`src/rtl/dit_pkg.sv`:
```
package dit_pkg;

    localparam int BYTE_W = 8;
    localparam int ID_W   = 7;
    localparam int CNT_W  = 4;

    localparam logic [ID_W-1:0] ID_REGS = 7'b1101111;
    localparam logic [ID_W-1:0] ID_USER = 7'b1010111;

    typedef enum logic [3:0] {
        ST_IDLE,
        ST_ADDR,
        ST_ACK_ADDR,
        ST_WORD,
        ST_ACK_WORD,
        ST_WDATA,
        ST_ACK_WDATA,
        ST_SEND,
        ST_MACK,
        ST_IGNORE
    } dit_state_e;

    typedef enum logic {
        SPACE_REGS = 1'b0,
        SPACE_USER = 1'b1
    } dit_space_e;

    typedef struct packed {
        logic [ID_W-1:0] id;
        logic            rd;
    } dit_slave_byte_t;

    function automatic logic id_known(logic [ID_W-1:0] id);
        return (id == ID_REGS) || (id == ID_USER);
    endfunction

    function automatic dit_space_e id_space(logic [ID_W-1:0] id);
        return (id == ID_USER) ? SPACE_USER : SPACE_REGS;
    endfunction

endpackage

```
`src/rtl/dit_line_monitor.sv`:
```
module dit_line_monitor (
    input  logic clk,
    input  logic rst,
    input  logic scl_i,
    input  logic sda_i,
    output logic scl_rise,
    output logic scl_fall,
    output logic start_det,
    output logic stop_det
);

    logic scl_q;
    logic sda_q;

    always_ff @(posedge clk) begin
        if (rst) begin
            scl_q <= 1'b1;
            sda_q <= 1'b1;
        end else begin
            scl_q <= scl_i;
            sda_q <= sda_i;
        end
    end

    assign scl_rise  = scl_i & ~scl_q;
    assign scl_fall  = ~scl_i & scl_q;
    // a data edge while the clock stays high is a bus condition
    assign start_det = scl_i & scl_q & sda_q & ~sda_i;
    assign stop_det  = scl_i & scl_q & ~sda_q & sda_i;

endmodule

```
`src/rtl/dit_addr_counter.sv`:
```
module dit_addr_counter #(
    parameter int ADDR_W = 7
) (
    input  logic              clk,
    input  logic              rst,
    input  logic              load,
    input  logic [ADDR_W-1:0] load_val,
    input  logic              inc,
    output logic [ADDR_W-1:0] ptr
);

    always_ff @(posedge clk) begin
        if (rst)
            ptr <= '0;
        else if (load)
            ptr <= load_val;
        else if (inc)
            ptr <= ptr + 1'b1;   // natural wrap at the top of the space
    end


    counter_reset_zero_chk: assert property (@(posedge clk)
        $past(rst) |-> ptr == '0);

endmodule

```
`src/rtl/dual_id_i2c_target.sv`:
```
module dual_id_i2c_target
    import dit_pkg::*;
#(
    parameter int ADDR_W = 7
) (
    input  logic              clk,
    input  logic              rst,
    input  logic              scl_i,
    input  logic              sda_i,
    output logic              sda_oe_o,
    output logic              mem_space_o,
    output logic [ADDR_W-1:0] mem_addr_o,
    output logic              mem_wr_o,
    output logic [BYTE_W-1:0] mem_wdata_o,
    input  logic [BYTE_W-1:0] mem_rdata_i
);

    localparam logic [CNT_W-1:0] LAST_BIT = CNT_W'(BYTE_W - 1);
    localparam logic [CNT_W-1:0] FULL     = CNT_W'(BYTE_W);

    logic scl_rise, scl_fall, start_det, stop_det;

    dit_state_e        state;
    logic [CNT_W-1:0]  bitcnt;
    logic [BYTE_W-1:0] rx_sr;
    logic [BYTE_W-1:0] tx_sr;
    logic              oe;
    logic              wr;
    logic              is_rd;
    logic              mack;
    dit_space_e        space;
    logic              pend_vld;
    logic [ID_W-1:0]   pend_id;
    dit_slave_byte_t   sb;
    logic              byte_done;
    logic              send_load;
    logic              ctr_load;
    logic [ADDR_W-1:0] ptr;

    dit_line_monitor u_mon (
        .clk      (clk),
        .rst      (rst),
        .scl_i    (scl_i),
        .sda_i    (sda_i),
        .scl_rise (scl_rise),
        .scl_fall (scl_fall),
        .start_det(start_det),
        .stop_det (stop_det)
    );

    assign sb        = rx_sr;
    assign byte_done = scl_fall && (bitcnt == FULL);
    assign send_load = !start_det && !stop_det && scl_fall &&
                       ((state == ST_ACK_ADDR && is_rd) || (state == ST_MACK && !mack));
    assign ctr_load  = !start_det && !stop_det && state == ST_WORD && byte_done;

    dit_addr_counter #(.ADDR_W(ADDR_W)) u_ctr (
        .clk     (clk),
        .rst     (rst),
        .load    (ctr_load),
        .load_val(rx_sr[ADDR_W-1:0]),
        .inc     (wr | send_load),
        .ptr     (ptr)
    );

    always_ff @(posedge clk) begin
        if (rst) begin
            state    <= ST_IDLE;
            bitcnt   <= '0;
            rx_sr    <= '0;
            tx_sr    <= '0;
            oe       <= 1'b0;
            wr       <= 1'b0;
            is_rd    <= 1'b0;
            mack     <= 1'b1;
            space    <= SPACE_REGS;
            pend_vld <= 1'b0;
            pend_id  <= '0;
        end else begin
            wr <= 1'b0;
            if (start_det) begin
                state  <= ST_ADDR;
                bitcnt <= '0;
                oe     <= 1'b0;
            end else if (stop_det) begin
                state    <= ST_IDLE;
                oe       <= 1'b0;
                pend_vld <= 1'b0;
            end else begin
                if ((state == ST_ADDR || state == ST_WORD || state == ST_WDATA) && scl_rise) begin
                    rx_sr  <= {rx_sr[BYTE_W-2:0], sda_i};
                    bitcnt <= bitcnt + 1'b1;
                end
                if (send_load) begin
                    tx_sr  <= mem_rdata_i;
                    oe     <= ~mem_rdata_i[BYTE_W-1];
                    bitcnt <= '0;
                    state  <= ST_SEND;
                end else begin
                    unique case (state)
                        ST_ADDR: if (byte_done) begin
                            bitcnt <= '0;
                            if (id_known(sb.id) && !(sb.rd && pend_vld && sb.id != pend_id)) begin
                                oe       <= 1'b1;
                                is_rd    <= sb.rd;
                                space    <= id_space(sb.id);
                                pend_vld <= !sb.rd;
                                pend_id  <= sb.id;
                                state    <= ST_ACK_ADDR;
                            end else begin
                                state <= ST_IGNORE;
                            end
                        end
                        ST_ACK_ADDR: if (scl_fall) begin
                            oe    <= 1'b0;
                            state <= ST_WORD;
                        end
                        ST_WORD: if (byte_done) begin
                            bitcnt <= '0;
                            oe     <= 1'b1;
                            state  <= ST_ACK_WORD;
                        end
                        ST_WDATA: if (byte_done) begin
                            bitcnt <= '0;
                            oe     <= 1'b1;
                            wr     <= 1'b1;
                            state  <= ST_ACK_WDATA;
                        end
                        ST_ACK_WORD, ST_ACK_WDATA: if (scl_fall) begin
                            oe    <= 1'b0;
                            state <= ST_WDATA;
                        end
                        ST_SEND: if (scl_fall) begin
                            if (bitcnt == LAST_BIT) begin
                                oe    <= 1'b0;
                                state <= ST_MACK;
                            end else begin
                                tx_sr  <= {tx_sr[BYTE_W-2:0], 1'b0};
                                oe     <= ~tx_sr[BYTE_W-2];
                                bitcnt <= bitcnt + 1'b1;
                            end
                        end
                        ST_MACK: begin
                            if (scl_rise)
                                mack <= sda_i;
                            else if (scl_fall)
                                state <= ST_IGNORE;   // master declined: stay off the line
                        end
                        default: ;
                    endcase
                end
            end
        end
    end

    assign sda_oe_o    = oe;
    assign mem_space_o = space;
    assign mem_addr_o  = ptr;
    assign mem_wr_o    = wr;
    assign mem_wdata_o = rx_sr;


    wr_advances_chk: assert property (@(posedge clk) disable iff (rst)
        mem_wr_o |=> mem_addr_o == ADDR_W'($past(mem_addr_o) + 1'b1));


    stop_release_chk: assert property (@(posedge clk) disable iff (rst)
        stop_det |=> !sda_oe_o);


    oe_scl_low_chk: assert property (@(posedge clk) disable iff (rst)
        !$stable(sda_oe_o) |-> !scl_i);


    ignore_quiet_chk: assert property (@(posedge clk) disable iff (rst)
        (state == ST_IGNORE) |-> !sda_oe_o && !mem_wr_o);

endmodule

```
`config.mk`:
```
export PLATFORM = sky130hd
export DESIGN_NAME = dual_id_i2c_target
export DESIGN_NICKNAME = d
export VERILOG_FILES = /design/src/rtl/dit_pkg.sv /design/src/rtl/dit_line_monitor.sv /design/src/rtl/dit_addr_counter.sv /design/src/rtl/dual_id_i2c_target.sv
export SDC_FILE = /design/constraint.sdc
export NUM_CORES = 1
export LEC_CHECK = 0
export BUFFER_PORTS_ARGS = -buffer_cell sky130_fd_sc_hd__buf_4
export CORE_MARGIN = 2
export CORE_UTILIZATION = 40
export DETAILED_ROUTE_END_ITERATION = 6
export SLEW_MARGIN = 10
export SYNTH_ARGS = -nofsm -noshare
export SYNTH_HDL_FRONTEND = slang
export SYNTH_SLANG_ARGS = --single-unit
```
`constraint.sdc`:
```
create_clock -name clk -period 2.5 [get_ports clk]
set_clock_uncertainty 0.2 [all_clocks]
set_input_delay 0.125 -clock clk [delete_from_list [all_inputs] [get_ports clk]]
set_output_delay 0.125 -clock clk [all_outputs]
set_load 0.005 [all_outputs]
```
==> metrics.md, run 1 <==
| Metric | Value |
|---|---|
| Crit path max fanout | `9` |
| Synth async-reset ratio | `0` |
| Combinational group share of total power | `0.170` |
| Setup ws final | `between 200 and 300 ps` |
| Synthesized area per cell | `8.62 um^2` |
| Least-Margin Pin Slew | `~450 ps` |
| DRT iter0 DRCs | `around 100` |
| Setup crit start kind | `primary input` |
| Initial antenna violation count | `0` |
| Total Routing Usage GR | `0.183` |
| Yosys top cell by area | `dfxtp_1` |
| Cts-stage hold buffer count | `9` |
| Most frequent cell after synthesis | `dfxtp_1` |
| Final WL | `5700 um` |
| Register bit total from synthesis | `45` |
| Final min period | `2230 ps` |
| Pre-CTS setup slack | `between 300 and 400 ps` |
| Die area | `0.00672 mm^2` |
| Part of the power in the clock network | `0.353` |
| Top post-synthesis cells by area | `dfxtp_1 37%, mux2i_1 5.4%, nor2_1 4.8%` |
| Placer Congestion | `about 0.86` |
| Syn Std Cell Area | `0.00243 mm^2` |
| Initial Utilization | `0.413` |
| Switching share of power | `0.276` |
| Nets | `330` |
| Register share of total power | `0.477` |
| Detailed-route via count | `2,147` |
| WP data arrival | `2270 ps` |
| Area growth syn-to-layout | `19.1%` |
| Rows | `28` |
| CTS H-Tree Depth | `2` |
| Number of buffers created by CTS | `5` |
| First-pass GRT wire length | `9560 um` |
| Synth warn | `0` |
| Diode count | `0` |
| Post-CTS setup buffer count | `0` |
| Ports | `30` |
| Largest net degree at the start of global routing | `42` |
| Post-route cell area | `0.00290 mm^2` |
| Pint | `1150 uW` |
| Placement Cell Area | `0.00269 mm^2` |
| CP required | `2540 ps` |
| Clk Latency, worst-skew pair | `300 ps` |
| Top_reg_cell synth | `dfxtp_1` |
| Cell count after synthesis | `282` |
| Root Buffer | `clkbuf_8` |
| Synth top area share | `0.371` |
| Unrepaired setup endpoints after global routing | `false` |
| Pins Over Slew Limit | `0` |
| Post-CTS Resized | `0` |
| Leakage power | `~0.0012 uW` |
| Die Height | `82.0 um` |
| Final worst-path cycle share | `0.893` |
| Fillers | `602` |
| Drt drc | `0` |
| VDD IR-drop max | `around 330 uV` |
| Max-Cap Viols | `0` |
| Setup TNS | `0 ps` |
| Crit path kind | `primary input to flip-flop` |
| Total chip power | `1590 uW` |
| Reg clk slew, reported paths | `90 ps` |
| FMAX | `448 MHz` |
| Final ANT Viol Nets | `0` |
| Min Hold Slack | `30.5 ps` |
| Layout cell share with drive strength beyond 1 | `0.180` |
| Post-synthesis cell type count | `58` |
| Slew headroom | `0.702` |
| Hold Path Class | `primary input to flip-flop` |
| Max Root-Sink Buffers | `2` |
| Detailed placement HPWL | `3930 um` |
| Outcome | `completed` |
| First-pass DRT Iterations | `4` |
| Hold Vio Cnt, Final | `0` |
| Avg Vias per Cell | `5.49` |
| Port Buffer Count | `29` |
| PwrDens | `549 mW/mm^2` |
| Vias in the first global route | `between 1,500 and 2,000` |
| Core area | `0.00589 mm^2` |
| Final setup vio count | `0` |
| TritonCTS clock tree | `done` |
| Sequential area share after synthesis | `0.371` |
| Switching pwr | `438 uW` |
| Synth cell count leaders | `45 x dfxtp_1, 31 x nor2_1, 24 x nand2_1` |
| # clock sinks | `45` |
| Critical Path End Type | `flip-flop` |
| DR WL/cell | `14.6 um` |
| Syn_nets | `a little under 300` |
| EDFF count, synth | `0` |
| Grt total ovfl | `0` |
| Die X | `82.0 um` |
==> final cells by class <==
class	instances	area [um^2]	share of cell area
multi-input combinational	209	1400	0.482
sequential	45	901	0.311
timing repair buffer	45	360	0.124
tap	75	93.8	0.0324
clock buffer	6	72.6	0.0251
clock inverter	2	38.8	0.0134
inverter	9	33.8	0.0117
==> sequential cells by signal, summed over array words and instances, names as in the netlist, 4 cells and up <==
| name | flops |
|---|---|
| bitcnt | 4 |
| mem_wdata_o | 8 |
| pend_id | 7 |
| state | 4 |
| tx_sr | 7 |
| u_ctr.ptr | 7 |
==> cell usage in the layout (no fill, tap or decap), drive strengths merged, types with 8 or more instances in the layout <==
cell type / netlist / layout
xnor2: 9 / 9
inv: 9 / 9
nor2: 31 / 31
nand2: 24 / 24
dlygate4sd3: 0 / 9
a21oi: 19 / 19
nand3: 16 / 16
dfxtp: 45 / 45
mux2i: 14 / 14
o21ai: 8 / 8
a311oi: 8 / 8
buf: 11 / 36
==> through the flow <==
step | utilization | std cells
after global routing | 0.492 | 391
after CTS | 0.492 | 391
after detailed placement | 0.458 | 374
final | 0.492 | 391
after global placement | 0.458 | 374
after floorplan | - | 282
==> worst max-delay path, stage by stage <==
cell,delay [ps]
dlygate4sd3_1,540
buf_4,160
nor2b_2,300
a21boi_2,320
o311ai_4,140
or4_1,540
a21oi_1,140
==> path summary, 6_finish.rpt <==
check	to	slack, ps	start	depth (start not counted)
max	state[1]	270	scl_i	7
min	sda_oe_o	30	mem_rdata_i[7]	4
max reg2reg	u_ctr.ptr[6]	290	state[1]	6
min reg2reg	pend_id[6]	270	pend_id[6]	2
==> routing by layer <==
layer / GRT usage / vias to the layer above / wire length, um
met3: 0.0341 / 8 / 178
met1: 0.254 / 1017 / 2780
met2: 0.291 / 30 / 2690
met5: 0 / - / 0
li1: - / 1092 / -
met4: 0.0517 / 0 / 57
==> cell families after synthesis <==
| kind of cell | after synthesis | share of synthesized area |
|---|---|---|
| multiplexers | 14 | 0.0628 |
| adder cells (fa/ha/maj) | 3 | 0.0154 |
| AND/OR/NAND/NOR | 110 | 0.237 |
| XOR/XNOR | 15 | 0.0540 |
| AO/OA/AOI/OAI | 67 | 0.204 |
| flip-flops | 45 | 0.371 |
| buffers and inverters | 28 | 0.0556 |
==> power groups by stage <==
stage / Sequential (uW) / Combinational [uW] / Clock, uW
after floorplan: 754 / 214 / 0
after global placement: 776 / 259 / 0
after detailed placement: 775 / 255 / 0
after CTS: 759 / 268 / 578
after global routing: 762 / 294 / 605
final: 759 / 270 / 561
Power figures use the tool's default switching activity.
==> run 2, diff against run 1 <==
--- a/config.mk
+++ b/config.mk
@@ -6,10 +6,11 @@
 export NUM_CORES = 1
 export LEC_CHECK = 0
 export BUFFER_PORTS_ARGS = -buffer_cell sky130_fd_sc_hd__buf_4
-export CORE_MARGIN = 2
+export CORE_MARGIN = 4
 export CORE_UTILIZATION = 40
 export DETAILED_ROUTE_END_ITERATION = 6
 export SLEW_MARGIN = 10
 export SYNTH_ARGS = -nofsm -noshare
 export SYNTH_HDL_FRONTEND = slang
+export SYNTH_HIERARCHICAL = 1
 export SYNTH_SLANG_ARGS = --single-unit
==> metrics.md, run 2 <==
| Metric | Value |
|---|---|
| Synth async-reset ratio | `0 (unchanged)` |
| Final worst-path cycle share | `0.954 (+0.0615)` |
| Reg clk slew, reported paths | `90 ps (about the same)` |
| Crit path max fanout | `5 (-4)` |
| Setup crit start kind | `flip-flop` |
| Port Buffer Count | `29 (unchanged)` |
| Syn_nets | `328 (+10%)` |
| Grt total ovfl | `0 (unchanged)` |
| Initial antenna violation count | `0 (unchanged)` |
| Largest net degree at the start of global routing | `32 (-24%)` |
| CTS H-Tree Depth | `2 (unchanged)` |
| Initial Utilization | `0.422 (+0.00936)` |
| Critical Path End Type | `flip-flop` |
| WP data arrival | `2400 ps (+130 ps)` |
| Worst path max stage delay | `490 ps (-50 ps)` |
| Hold Vio Cnt, Final | `0 (unchanged)` |
| Critical Path, Cell by Cell | `and4b_2 -> or4_1 -> a21oi_2 -> or2_4 -> nand4_2 -> or3_1 -> a311oi_1` |
| Synth warn | `6 (+6)` |
| Diode count | `0 (unchanged)` |
| Top_reg_cell synth | `dfxtp_1` |
| Unrepaired setup endpoints after global routing | `false` |
| Drt drc | `0 (unchanged)` |
| Max Root-Sink Buffers | `2 (unchanged)` |
| DRT iter0 DRCs | `176 (+74%)` |
| Leakage power | `0.00125 uW (+6.9%)` |
| FMAX | `419 MHz (-6.4%)` |
| Total Routing Usage GR | `0.177 (-0.00604)` |
| Critical-path top delay cell | `or4_1` |
| Number of buffers created by CTS | `5 (unchanged)` |
| Area growth syn-to-layout | `22.8%` |
| Die area | `0.00779 mm^2 (+16%)` |
| Sequential area share after synthesis | `0.350 (-0.0207)` |
| TritonCTS clock tree | `done` |
| Hold Path Class | `primary input to flip-flop` |
| Core area | `0.00610 mm^2 (+3.6%)` |
| Outcome | `completed` |
| Vias in the first global route | `2,299 (+17%)` |
| Register bit total from synthesis | `45 (unchanged)` |
| Commonest non-fill, non-tap cell in the layout | `buf_4` |
| Rows | `28 (unchanged)` |
| Crit path kind | `flip-flop to flip-flop` |
| Post-synthesis cell type count | `64 (+10%)` |
| Most frequent cell after synthesis | `dfxtp_1` |
| Avg Vias per Cell | `5.71 (+3.9%)` |
| Max-Cap Viols | `0 (unchanged)` |
| Clk Latency, worst-skew pair | `290 ps (about the same)` |
| Top post-synthesis cells by area | `dfxtp_1 35%, nand2_1 5.2%, mux2i_1 4.3%` |
| PwrDens | `696 mW/mm^2 (+27%)` |
| Die Height | `88.2 um (+7.7%)` |
| Detailed-route via count | `2,488 (+16%)` |
| Largest register FFs | `8 (unchanged)` |
| VDD IR-drop max | `326 uV (-0.22%)` |
| Synthesized area per cell | `8.23 um^2 (-4.6%)` |
| Final ANT Viol Nets | `0 (unchanged)` |
| Most frequent cells in the layout | `51 x buf_4, 44 x dfxtp_1, 36 x nand2_1, 21 x a21oi_1, 20 x nor2_1` |
| Detailed placement HPWL | `4750 um (+21%)` |
| Root Buffer | `clkbuf_8` |
| Yosys top cell by area | `dfxtp_1` |
| Synth cell count leaders | `45 x dfxtp_1, 36 x nand2_1, 21 x a21oi_1` |
| Nets | `376 (+14%)` |
| Syn Std Cell Area | `0.00257 mm^2 (+5.9%)` |
| Final setup vio count | `0 (unchanged)` |
| CP required | `2510 ps (-30 ps)` |
| Slew headroom | `0.638 (-0.0647)` |
| First-pass GRT wire length | `11,000 um (+16%)` |
| Die X | `88.2 um (+7.7%)` |
| Ports | `30 (unchanged)` |
| Synth top area share | `0.350 (-0.0207)` |
| DR WL/cell | `15.4 um (+5.3%)` |
| Setup TNS | `0 ps (unchanged)` |
| Least-Margin Pin Slew | `540 ps (+94.0 ps)` |
| Layout cell share with drive strength beyond 1 | `0.222 (+0.0412)` |
| Cell count after synthesis | `313 (+11%)` |
| Fillers | `619 (+2.8%)` |
| Final min period | `2390 ps (+154 ps)` |
| EDFF count, synth | `0 (unchanged)` |
| Pins Over Slew Limit | `0 (unchanged)` |
| Placer Congestion | `0.895 (+3.8%)` |
| First-pass DRT Iterations | `5 (+1)` |
| Min Hold Slack | `6.61 ps (-23.9 ps)` |
| # clock sinks | `45 (unchanged)` |
| Final WL | `6700 um (+17%)` |
## run 2: changes by cell type after synthesis, moves of 4 or more
cell,delta
o21ai_0,+4
o22ai_1,+5
inv_1,+4
xnor2_1,-8
nor3_1,+8
nand3b_1,-4
a311oi_1,-5
a211oi_1,+6
mux2_2,+4
nand2_1,+12
nor2_1,-11
xor2_1,+5
## run 2: metrics by stage
step | setup slack, ps | power, uW | cells | utilization | area [um^2]
6_report | 115 | 2200 | 436 | 0.519 | 3160
5_1_grt | 2.47 | 2330 | 436 | 0.519 | 3160
4_1_cts | 15.0 | 2190 | 435 | 0.515 | 3140
3_5_place_dp | 26.4 | 1640 | 419 | 0.484 | 2950
3_3_place_gp | 77.2 | 1640 | 419 | 0.484 | 2950
2_1_floorplan | 41.1 | 1410 | 313 | - | 2580
## run 2: what timing repair did
item | in CTS | in global routing
setup buffers | 0 | 1
endpoints found under the setup margin | 0 | 24
hold endpoints to repair | 11 | 0
resized for setup | 0 | 5
hold buffers | 9 | 0
## run 2: where the power goes
group	internal (uW)	leakage [uW]	switching, uW
Combinational	378	0.000832	473
Clock	291	0.0000540	244
Sequential	758	0.000364	56.6
Total	1430	0.00125	774
## run 2: kinds of logic (layout without fill, tap and decap cells)
kind of cell | count (synthesis) | after routing | synth area share
simple gates | 130 | 130 | 0.279
compound gates | 76 | 76 | 0.198
flops | 45 | 45 | 0.350
buf+inv | 32 | 80 | 0.0573
mux | 15 | 15 | 0.0603
xor+xnor | 12 | 12 | 0.0408
fa+ha+maj | 3 | 3 | 0.0146
## run 2: area by class of cell
type / instances / area [um^2] / share of cell area
clock buffer: 5 / 68.8 / 0.0218
clock inverter: 2 / 35.0 / 0.0111
inverter: 13 / 48.8 / 0.0154
multi-input combinational: 236 / 1540 / 0.487
sequential: 45 / 902 / 0.285
tap: 75 / 93.8 / 0.0297
timing repair buffer: 60 / 473 / 0.150
## run 2: worst paths after layout
| path | start | endpoint | slack (ps) | cells after the start |
|---|---|---|---|---|
| worst max-delay path | u_mon/sda_q | u_ctr/ptr[5] | 110 | 7 |
| worst min-delay path | mem_rdata_i[1] | tx_sr[1] | 7 | 3 |
| worst max register to register | u_mon/sda_q | u_ctr/ptr[5] | 110 | 7 |
| worst min register to register | pend_id[6] | pend_id[6] | 260 | 2 |
## run 2: worst max-delay path: cells and delay by family, from the launching register on
family	cells	cell delay, ps
flip-flops	1	340
AO/OA/AOI/OAI	2	410
AND/OR/NAND/NOR	5	1370
## run 2: per-layer routing
| layer | global-route usage | routed length (um) |
|---|---|---|
| met1 | 0.252 | 3280 |
| met2 | 0.280 | 3050 |
| met3 | 0.0326 | 332 |
| met4 | 0.0412 | 30 |
| met5 | 0 | 0 |
